`src/rtl/dhf_pkg.sv`:
```
// Shared types and constants for the debug halt freeze register.
// Assumes byte addressing with a two-bit access size code.
package dhf_pkg;

    // Width of one entry in the packed stop-bit position list
    localparam int POS_W = 5;

    // Access size codes carried on req_size
    typedef enum logic [1:0] {
        SZ_BYTE = 2'b00,
        SZ_HALF = 2'b01,
        SZ_WORD = 2'b10,
        SZ_BAD  = 2'b11
    } acc_size_e;

endpackage

```
`src/rtl/dhf_bus_slave.sv`:
```
// Bus slave for the freeze register: decodes the single word address,
// refuses narrow accesses with an error and registers the response.
// Assumes one request per cycle and no back-pressure; the response
// registers sit on the power-on domain so they work during system reset.
module dhf_bus_slave
    import dhf_pkg::*;
#(
    parameter int              ADDR_W   = 32,
    parameter int              DATA_W   = 32,
    parameter logic [ADDR_W-1:0] REG_ADDR = 32'hE004_200C
) (
    input  logic              clk,
    input  logic              por_n,
    input  logic              req_valid,
    input  logic              req_write,
    input  logic [ADDR_W-1:0] req_addr,
    input  logic [1:0]        req_size,
    input  logic [DATA_W-1:0] rd_word,
    output logic              wr_stb,
    output logic              rsp_valid,
    output logic              rsp_err,
    output logic [DATA_W-1:0] rsp_rdata
);

    logic hit;
    logic full_word;

    // Address and size decode for the current request
    always_comb begin
        hit       = req_valid && (req_addr == REG_ADDR);
        full_word = (req_size == SZ_WORD);
        wr_stb    = hit && full_word && req_write;
    end

    // Response stage: one cycle after a claimed request
    always_ff @(posedge clk or negedge por_n) begin
        if (!por_n) begin
            rsp_valid <= 1'b0;
            rsp_err   <= 1'b0;
            rsp_rdata <= '0;
        end else begin
            rsp_valid <= hit;
            rsp_err   <= hit && !full_word;
            rsp_rdata <= (hit && full_word && !req_write) ? rd_word : '0;
        end
    end

endmodule

```
`src/rtl/dhf_stop_store.sv`:
```
// Storage for the per-timer stop bits. Only the implemented bits exist,
// so reserved positions read as zero and ignore writes.
// Assumes STOP_POS holds NUM_TMR distinct positions below DATA_W.
module dhf_stop_store
    import dhf_pkg::*;
#(
    parameter int                      DATA_W   = 32,
    parameter int                      NUM_TMR  = 3,
    parameter logic [NUM_TMR*POS_W-1:0] STOP_POS = {5'd18, 5'd16, 5'd0}
) (
    input  logic               clk,
    input  logic               por_n,
    input  logic               wr_stb,
    input  logic [DATA_W-1:0]  wdata,
    output logic [NUM_TMR-1:0] stop_q,
    output logic [DATA_W-1:0]  rd_word
);

    // Stop bits: cleared only by power-on reset, loaded on a word write
    always_ff @(posedge clk or negedge por_n) begin
        if (!por_n) begin
            stop_q <= '0;
        end else if (wr_stb) begin
            for (int i = 0; i < NUM_TMR; i++) begin
                stop_q[i] <= wdata[STOP_POS[i*POS_W +: POS_W]];
            end
        end
    end

    // Place each stop bit back at its word position for reads
    always_comb begin
        rd_word = '0;
        for (int i = 0; i < NUM_TMR; i++) begin
            rd_word[STOP_POS[i*POS_W +: POS_W]] = stop_q[i];
        end
    end

endmodule

```
`src/rtl/dhf_clk_gate.sv`:
```
// One timer's clock-enable: low while the core is halted and the stop
// bit is set. Registered so the enable only changes at a clock edge.
// Assumes the timer runs on the same clock as this block.
module dhf_clk_gate (
    input  logic clk,
    input  logic sys_rst_n,
    input  logic halted,
    input  logic stop,
    output logic clk_en
);

    // Registered enable; system reset lets the timer clock run
    always_ff @(posedge clk) begin
        if (!sys_rst_n) begin
            clk_en <= 1'b1;
        end else begin
            clk_en <= !(halted && stop);
        end
    end

endmodule

```
`src/rtl/dbg_halt_freeze_reg.sv`:
```
// Top of the debug halt freeze register. The bus slave and the stop bits
// sit in the power-on domain (asynchronous por_n). The per-timer enables
// sit in the system domain (synchronous sys_rst_n).
// Assumes the bus and the timers share clk.
module dbg_halt_freeze_reg
    import dhf_pkg::*;
#(
    parameter int                      ADDR_W   = 32,
    parameter int                      DATA_W   = 32,
    parameter int                      NUM_TMR  = 3,
    parameter logic [ADDR_W-1:0]       REG_ADDR = 32'hE004_200C,
    parameter logic [NUM_TMR*POS_W-1:0] STOP_POS = {5'd18, 5'd16, 5'd0}
) (
    input  logic               clk,
    input  logic               por_n,
    input  logic               sys_rst_n,
    input  logic               req_valid,
    input  logic               req_write,
    input  logic [ADDR_W-1:0]  req_addr,
    input  logic [1:0]         req_size,
    input  logic [DATA_W-1:0]  req_wdata,
    output logic               rsp_valid,
    output logic               rsp_err,
    output logic [DATA_W-1:0]  rsp_rdata,
    input  logic               core_halted,
    output logic [NUM_TMR-1:0] tmr_clk_en
);

    logic               wr_stb;
    logic [DATA_W-1:0]  rd_word;
    logic [NUM_TMR-1:0] stop_q;

    dhf_bus_slave #(
        .ADDR_W  (ADDR_W),
        .DATA_W  (DATA_W),
        .REG_ADDR(REG_ADDR)
    ) u_bus (
        .clk      (clk),
        .por_n    (por_n),
        .req_valid(req_valid),
        .req_write(req_write),
        .req_addr (req_addr),
        .req_size (req_size),
        .rd_word  (rd_word),
        .wr_stb   (wr_stb),
        .rsp_valid(rsp_valid),
        .rsp_err  (rsp_err),
        .rsp_rdata(rsp_rdata)
    );

    dhf_stop_store #(
        .DATA_W  (DATA_W),
        .NUM_TMR (NUM_TMR),
        .STOP_POS(STOP_POS)
    ) u_store (
        .clk    (clk),
        .por_n  (por_n),
        .wr_stb (wr_stb),
        .wdata  (req_wdata),
        .stop_q (stop_q),
        .rd_word(rd_word)
    );

    // One gating stage per freezable timer
    for (genvar g = 0; g < NUM_TMR; g++) begin : g_gate
        dhf_clk_gate u_gate (
            .clk      (clk),
            .sys_rst_n(sys_rst_n),
            .halted   (core_halted),
            .stop     (stop_q[g]),
            .clk_en   (tmr_clk_en[g])
        );
    end

endmodule

```
`config.mk`:
```
export PLATFORM = sky130hd
export DESIGN_NAME = dbg_halt_freeze_reg
export DESIGN_NICKNAME = d
export VERILOG_FILES = /design/src/rtl/dhf_pkg.sv /design/src/rtl/dhf_bus_slave.sv /design/src/rtl/dhf_stop_store.sv /design/src/rtl/dhf_clk_gate.sv /design/src/rtl/dbg_halt_freeze_reg.sv
export SDC_FILE = /design/constraint.sdc
export NUM_CORES = 1
export LEC_CHECK = 0
export BUFFER_PORTS_ARGS = -buffer_cell sky130_fd_sc_hd__buf_4
export CAP_MARGIN = 20
export CELL_PAD_IN_SITES_DETAIL_PLACEMENT = 1
export CELL_PAD_IN_SITES_GLOBAL_PLACEMENT = 1
export CORE_ASPECT_RATIO = 1.5
export CORE_UTILIZATION = 16
export CTS_BUF_LIST = sky130_fd_sc_hd__clkbuf_4
export CTS_CLUSTER_SIZE = 12
export DETAILED_ROUTE_END_ITERATION = 7
export PLACE_DENSITY_LB_ADDON = 0.1
export SYNTH_ARGS = -nofsm -noshare
export SYNTH_HDL_FRONTEND = slang
export SYNTH_SLANG_ARGS = --single-unit
export TNS_END_PERCENT = 1
```
`constraint.sdc`:
```
create_clock -name clk -period 0.9 [get_ports clk]
set_clock_uncertainty 0.15 [all_clocks]
set_input_delay 0.18 -clock clk [delete_from_list [all_inputs] [get_ports clk]]
set_output_delay 0.18 -clock clk [all_outputs]
set_load 0.03 [all_outputs]
```
==> flow_summary.ini, run 1 <==
[logic_synthesis]
synth_edf_count = 0
yosys-top-cells-area = buf_4 34%, dfrtp_1 28%, dfxtp_1 8.4%, mux2_1 4.7%, and4b_1 4.2%
netlist_instances = 69
ys_async_sr_fraction = 0.727
synth_seq_area_share = 0.363
yosysMostFrequentCell = buf_4
yosys.cell_types.count = 18
synthFlopType = dfrtp_1
synth_seq_cells = 11
synth_common_cells = 32 x buf_4, 8 x dfrtp_1
synth_top_area_frac = 0.335
yosys.area.top_type = buf_4
yosys_warnings = 0
netlist_area_um2 = 717
syn_avg_cell_area_um2 = 10.4

[die]
die-area_um2 = 4760
die_h_um = 84.0
die_w_um = 56.7
start_util = 0.169
rows = 29
io_pins = 109
core_area_um2 = 4250

[sta]
slew_violations = 0
holdWs_ns = -0.00967
fin_crit_ns = 1.52
finalHoldViolCount = 3
setup_tns_ns = -5.11
rsz0062_at_grt = true
fmax_ghz = 0.657
layout_setup_ws_ns = -0.623
min_period_over_period = 1.69
setup_violations = 16

[cells_and_area]
final_nets = 205
n_antenna_cell = 0
layout-drive-gt1-share = 0.598
area_delta_synth_final_pct = 80.6
num-fill-cells = 511

[setup_path]
crit_fanout = 3
crit_slowest_cell = nor4_4
end_kind = flip-flop
worstPathCellList = buf_6 > nor4b_2 > nand4_1 > buf_4 > nor4_4 > mux2_4
critPathMaxStageDelay_ns = 0.39
reg2reg_slack_ns = -0.04
worstSetupPathType = primary input to flip-flop
crit_required_ns = 0.91
worst-r2r-cell-count = 1
crit_arrival_ns = 1.53
crit_path_start_kind = primary input

[power]
p_per_area_nw_per_um2 = 960
power_leakage_nw = 0.670
peakVddDrop_uv = 409
p_total_mw = 1.24

[routing]
routed_wl_mm = 1.97
drcViolationCount = 0
wl_per_cell_um = 11.1
initialDrtViolationCount = 0
vias = 661
drt_first_pass_iters = 1
routed_via_density = 3.71
ant_nets = 0

[global_route]
antenna_found_initial = 0
grtUsageTotal = 0.0862
grt_max_degree = 9
grt_pass1_vias = 698
grt-ovfl-total = 0
grt_first_pass_wirelength_mm = 3.06

[place]
place_ws_ns = -1.07
portBuffers = 50
gp_congestion = 0.660
dp_hpwl_mm = 1.75

[cts]
hold_buffers = 3
cts_made_buffers = 3
htreeDepth = 1
clockRootBuffer = clkbuf_4
clock-sinks = 11
insertion_delay_ns = 0.27
clock_path_buffers = 2
cts_tree = yes
clk_pin_slew_ns = 0.07

[hold_path]
min_path_type = primary input to flip-flop
whs_path_depth = 2

[status]
outcome = finished with violations
violations = hold timing, setup timing

[run]
maxCapViolCount = 0
==> worst max-delay path: cells and delay by family <==
kind | cells | cell delay, ns
buffers and inverters | 2 | 0.25
and+or+nand+nor | 3 | 0.76
muxes | 1 | 0.33
==> stage by stage <==
| step | cells | util | instance area [um2] |
|---|---|---|---|
| finish | 178 | 0.305 | 1290 |
| global route | 178 | 0.305 | 1290 |
| CTS | 178 | 0.304 | 1290 |
| detailed placement | 170 | 0.262 | 1110 |
| global placement | 170 | 0.262 | 1110 |
| floorplan | 97 | - | 852 |
==> power breakdown <==
group	switching, mW	internal, mW
Combinational	0.229	0.161
Sequential	0.000000000160	0.492
Clock	0.160	0.202
Total	0.389	0.855
==> kinds of logic after synthesis <==
logic type	synth area share
mux	0.0471
buf+inv	0.335
other cells	0.00523
flops	0.363
simple gates	0.250
==> cell usage in the layout, fill, tap and decap left out <==
cell type | synthesis | routed
nand3_1 | 3 | 3
nor4b_4 | 0 | 3
or3_1 | 1 | 1
nor4_2 | 0 | 2
buf_6 | 0 | 14
dlygate4sd3_1 | 0 | 3
nor2_1 | 1 | 1
dfrtp_1 | 8 | 8
buf_4 | 32 | 46
nor4b_2 | 2 | 1
nor2b_1 | 1 | 1
nor4_4 | 1 | 2
nand2_1 | 1 | 1
mux2_4 | 0 | 3
nor3_4 | 0 | 1
and4_1 | 1 | 1
dfxtp_2 | 0 | 3
nand4_1 | 2 | 2
conb_1 | 1 | 29
and4b_1 | 3 | 3
clkbuf_4 | 0 | 4
==> path summary, 6_finish.rpt <==
| path | from | to |
|---|---|---|
| max reg2reg | u_store.stop_q[0] | u_store.stop_q[0] |
| max in group asynchronous | por_n | u_bus.rsp_valid |
| max | req_addr[6] | u_store.stop_q[1] |
| min reg2reg | u_store.stop_q[2] | u_store.stop_q[2] |
| min in group asynchronous | por_n | u_store.stop_q[1] |
| min | req_wdata[18] | u_store.stop_q[2] |
==> repair_timing <==
item | 4_1_cts | 5_1_grt
cloned | 0 | 0
setup endpoints to repair | 16 | 19
endpoints found under the hold margin | 13 | 2
pin swaps | 8 | 2
gates resized for setup | 26 | 1
setup buffers | 1 | 0
==> layout make-up <==
type	instances	area, um2	area share
Clock buffer	4	30.0	0.0232
Multi-Input combinational cell	54	410	0.317
Sequential cell	11	264	0.204
Tap cell	46	57.6	0.0444
Timing Repair Buffer	63	533	0.412
==> sequential cells by signal, summed over array words and instances, names as in the netlist <==
name	flops
g_gate.u_gate.clk_en	3
u_bus.rsp_err	1
u_bus.rsp_valid	1
u_bus.rsp_rdata	3
u_store.stop_q	3
==> layer usage <==
layer  track usage  share of wire  up-vias
li1              -              -      309
met1        0.0788           0.29      305
met2         0.165           0.61       42
met3        0.0233          0.085        5
met4        0.0466          0.019        0
met5             0              0        -
No activity file was read; power rests on OpenSTA's default activity.
==> inputs of run 2 (changes only) <==
--- a/config.mk
+++ b/config.mk
@@ -15,6 +15,7 @@
 export CTS_CLUSTER_SIZE = 12
 export DETAILED_ROUTE_END_ITERATION = 7
 export PLACE_DENSITY_LB_ADDON = 0.1
+export REMOVE_ABC_BUFFERS = 1
 export SYNTH_ARGS = -nofsm -noshare
 export SYNTH_HDL_FRONTEND = slang
 export SYNTH_SLANG_ARGS = --single-unit
==> run 2 against run 1 <==
Effect of this change: the run still ends with hold timing, setup timing left; maximum frequency up 2.0%; combinational power down 1%; non-clock buffer count is 4 lower; global-route usage hardly changed; register-to-register slack barely moved; critical path depth did not move; sequential share of layout area rose by 0.24 points; critical endpoint unchanged; largest cell class unchanged; largest power group unchanged; highest routed layer unchanged.
==> flow_summary.ini, run 2 (same netlist as run 1, synthesis figures left out) <==
[global_route]
grt-ovfl-total = 0
antenna_found_initial = 0
grt_first_pass_wirelength_mm = 3.19
grtUsageTotal = 0.0861
grt_max_degree = 9
grt_pass1_vias = 712

[routing]
routed_via_density = 3.72
drt_first_pass_iters = 3
initialDrtViolationCount = 3
vias = 648
wl_per_cell_um = 11.1
ant_nets = 0
drcViolationCount = 0
routed_wl_mm = 1.93

[hold_path]
min_path_type = primary input to flip-flop

[setup_path]
crit_arrival_ns = 1.50
end_kind = flip-flop
worstSetupPathType = primary input to flip-flop
crit_fanout = 3
crit_required_ns = 0.91
crit_path_start_kind = primary input

[die]
die-area_um2 = 4760
rows = 29
core_area_um2 = 4250
die_w_um = 56.7
io_pins = 109
die_h_um = 84.0
start_util = 0.169

[power]
peakVddDrop_uv = 409
seq_power_share = 0.395
p_total_mw = 1.25
switching_power_uw = 398
power_leakage_nw = 0.657
p_comb_frac = 0.309
netSwitchingFraction = 0.319
clockPowerShare = 0.296
p_per_area_nw_per_um2 = 974
p_int_uw = 848

[cts]
clock_path_buffers = 2
hold_buffers = 1
cts_made_buffers = 3
clockRootBuffer = clkbuf_4
htreeDepth = 1
cts_tree = yes
clk_pin_slew_ns = 0.08
clock-sinks = 11
insertion_delay_ns = 0.27

[place]
dp_hpwl_mm = 1.63
gp_congestion = 0.618
place_ws_ns = -1.05
portBuffers = 50

[cells_and_area]
layout-drive-gt1-share = 0.602
area_delta_synth_final_pct = 78.5
mostFrequentLayoutCells = 41 x buf_4, 29 x conb_1, 17 x buf_6
final_nets = 201
final_common_cell = buf_4
n_antenna_cell = 0
top_regs = g_gate.u_gate.clk_en: 3 flops, u_bus.rsp_rdata: 3 flops, u_store.stop_q: 3 flops

[sta]
setup_violations = 16
rsz0062_at_grt = true
fin_crit_ns = 1.49
finalHoldViolCount = 6
slew_violations = 0
layout_setup_ws_ns = -0.593
fmax_ghz = 0.670
min_period_over_period = 1.66
holdWs_ns = -0.0527

[status]
outcome = finished with violations
violations = hold timing, setup timing

[run]
maxCapViolCount = 0
[run 2: cell types whose count changed in the layout (fill, tap and decap cells not counted), sizes merged]
cell         before  now
buf              60   58
dlygate4sd3       3    1
[run 2: worst paths after layout]
path	start	endpoint	slack, ns	cells past startpoint
min in group asynchronous	por_n	u_store.stop_q[2]	0.12	2
worst max register to register	u_store.stop_q[1]	u_store.stop_q[1]	-0.05	1
worst min-delay path	core_halted	g_gate[2].u_gate.clk_en	-0.05	2
worst min register to register	u_store.stop_q[0]	g_gate[0].u_gate.clk_en	0.32	1
max in group asynchronous	por_n	u_bus.rsp_rdata[18]	0.34	2
worst max-delay path	req_addr[10]	u_store.stop_q[1]	-0.59	6
[run 2: power by group through the flow]
| stage | logic (mW) | clock network, mW | registers [mW] |
|---|---|---|---|
| after global routing | 0.411 | 0.402 | 0.491 |
| after global placement | 0.335 | 0 | 0.502 |
| after detailed placement | 0.340 | 0 | 0.502 |
| after CTS | 0.382 | 0.383 | 0.492 |
| final | 0.386 | 0.369 | 0.492 |
| after floorplan | 0.177 | 0 | 0.502 |
[run 2: layout make-up]
type | count | area [um2]
Tap cell | 46 | 57.6
Clock buffer | 4 | 30.0
Timing Repair Buffer | 59 | 509
Sequential cell | 11 | 264
Multi-Input combinational cell | 54 | 419
Fill cell | 492 | 2970
[run 2: stage by stage]
stage	setup TNS (ns)	cell area (um2)	instances	util
after global placement	-7.42	1070	168	0.251
after CTS	-5.07	1260	174	0.297
after floorplan	-4.17	582	65	-
after global routing	-5.88	1280	174	0.302
after detailed placement	-7.76	1070	168	0.251
final	-5.11	1280	174	0.302
[run 2: metal layers]
metal | track usage | wire length (um) | part of all wire
met1 | 0.0900 | 605 | 0.31
met2 | 0.153 | 1020 | 0.53
met3 | 0.0264 | 281 | 0.15
met4 | 0.0399 | 15 | 0.0078
met5 | 0 | 0 | 0
[run 2: timing repair]
action | 4_1_cts | 5_1_grt
hold endpoints to repair | 14 | 5
setup buffers | 1 | 0
gates resized for setup | 31 | 4
pin swaps | 8 | 5
setup endpoints to repair | 16 | 16
[run 2: critical path, cell delays in order]
cell and delay (ns):
buf_4 0.11, nor4b_2 0.25, nand4_1 0.21, nor4_4 0.28, buf_4 0.18, mux2_4 0.30
==> inputs of run 3 (changes only) <==
--- a/config.mk
+++ b/config.mk
@@ -9,7 +9,6 @@
 export CAP_MARGIN = 20
 export CELL_PAD_IN_SITES_DETAIL_PLACEMENT = 1
 export CELL_PAD_IN_SITES_GLOBAL_PLACEMENT = 1
-export CORE_ASPECT_RATIO = 1.5
 export CORE_UTILIZATION = 16
 export CTS_BUF_LIST = sky130_fd_sc_hd__clkbuf_4
 export CTS_CLUSTER_SIZE = 12
==> run 3 against run 2 <==
Effect of this change: the flow still finishes with violations (hold timing, setup timing); critical path depth fell by 1; core utilization rose by 0.98 points; design area rose by 0.78%; via count rose by 0.15%; largest power group unchanged.
==> flow_summary.ini, run 3 (same netlist as run 1, synthesis figures left out) <==
[routing]
wl_per_cell_um = 10.9
vias = 649
initialDrtViolationCount = 6
drt_first_pass_iters = 4
routed_wl_mm = 1.97
routed_via_density = 3.59
drcViolationCount = 0
ant_nets = 0

[global_route]
grtUsageTotal = 0.0785
grt-ovfl-total = 0
grt_max_degree = 9
use_met3 = 0.0148
use_met1 = 0.0693
antenna_found_initial = 0
busiest_layer = met2
grt_first_pass_wirelength_mm = 2.67
grtUsageMet2 = 0.160
grt_pass1_vias = 647

[status]
violations = hold timing, setup timing
outcome = finished with violations

[die]
die_w_um = 68.9
io_pins = 109
die-area_um2 = 4750
die_h_um = 68.9
rows = 23
core_area_um2 = 4140
start_util = 0.173

[cts]
cts_setup_buffers = 0
htreeDepth = 1
hold_buffers = 3
cts_made_buffers = 3
insertion_delay_ns = 0.27
clock-sinks = 11
clock_path_buffers = 2
cts_tree = yes
clockRootBuffer = clkbuf_4
clk_pin_slew_ns = 0.08

[setup_path]
crit_required_ns = 0.91
end_kind = flip-flop
critPathMaxStageDelay_ns = 0.41
crit_path_start_kind = primary input
crit_slowest_cell = nor4_4
worstPathCellList = buf_4 > nor4b_2 > nand4_1 > nor4_4 > mux2_1
crit_arrival_ns = 1.51
crit_fanout = 3
worstSetupPathType = primary input to flip-flop

[sta]
fmax_ghz = 0.667
holdWs_ns = -0.0241
setup_violations = 17
fin_crit_ns = 1.50
min_period_over_period = 1.67
rsz0062_at_grt = true
finalHoldViolCount = 3
layout_setup_ws_ns = -0.599
slew_violations = 0

[cells_and_area]
layout-drive-gt1-share = 0.595
final_cells = 181
n_antenna_cell = 0
mostFrequentLayoutCells = 45 x buf_4, 29 x conb_1, 14 x buf_6
num-fill-cells = 504
final_common_cell = buf_4
final_nets = 204
finish.utilization = 0.311
final_area_um2 = 1290
area_delta_synth_final_pct = 79.9
regArea_um2 = 264
multiInputGateArea_um2 = 405
top_regs = g_gate.u_gate.clk_en: 3 flops, u_bus.rsp_rdata: 3 flops, u_store.stop_q: 3 flops

[power]
p_total_mw = 1.26
peakVddDrop_uv = 260
power_leakage_nw = 0.657
p_per_area_nw_per_um2 = 980

[place]
dp_hpwl_mm = 1.60
portBuffers = 50
gp_congestion = 0.653
dp_cells = 174
placed_cell_area_um2 = 1090

[run]
maxCapViolCount = 0

[hold_path]
min_path_type = primary input to flip-flop
run 3: cell types whose count changed in the layout (fill, tap and decap cells not counted):
cell,delta
buf_4,+4
buf_6,-3
dlygate4sd3_1,+1
dlymetal6s4s_1,+1
mux2_1,+1
mux2_4,-1
nand3_1,-1
nand3_2,+1
nor3_2,+1
nor3_4,-1
nor4_2,+1
nor4_4,-1
run 3: metal layers:
metal,up-vias,wire (um),part of all wire
met5,-,0,0
met4,0,31,0.016
met3,4,195,0.099
met2,47,1100,0.56
met1,292,646,0.33
li1,306,-,-
run 3: final timing paths:
path | start | to | slack [ns] | cells past startpoint
setup / recovery | req_addr[10] | u_store.stop_q[0] | -0.60 | 5
hold / removal | req_wdata[0] | u_store.stop_q[0] | -0.02 | 2
setup reg to reg | u_store.stop_q[0] | u_store.stop_q[0] | -0.05 | 1
hold reg to reg | u_store.stop_q[0] | u_store.stop_q[0] | 0.39 | 1
max in group asynchronous | por_n | u_store.stop_q[1] | 0.36 | 2
min in group asynchronous | por_n | u_bus.rsp_valid | 0.10 | 2
run 3: cell type report:
class	instances	share of cell area
flip-flops and latches	11	0.205
multi-input cells	54	0.314
well taps	50	0.0485
repair buffers	62	0.409
clock buffers	4	0.0233
run 3: worst max-delay path, delay by kind of cell:
family                 cells  cell delay (ns)
buffers and inverters      1             0.11
muxes                      1             0.35
and+or+nand+nor            3             0.86
run 3: through the flow:
step           worst slack, ns  TNS (ns)
4_1_cts                 -0.634     -5.43
3_5_place_dp             -1.03     -7.29
2_1_floorplan           -0.719     -4.17
3_3_place_gp            -0.971     -6.98
6_report                -0.599     -5.29
5_1_grt                 -0.676     -6.08
run 3: where the power goes:
part           leakage [nW]  internal [mW]  switching (mW)
combinational         0.504          0.161           0.231
clock                0.0184          0.202           0.177
sequential            0.135          0.492  0.000000000157
run 3: repair_timing:
action / CTS / global route
hold endpoints to repair: 14 / 3
setup endpoints to repair: 16 / 19
pin swaps: 8 / 4
resized for setup: 24 / 7
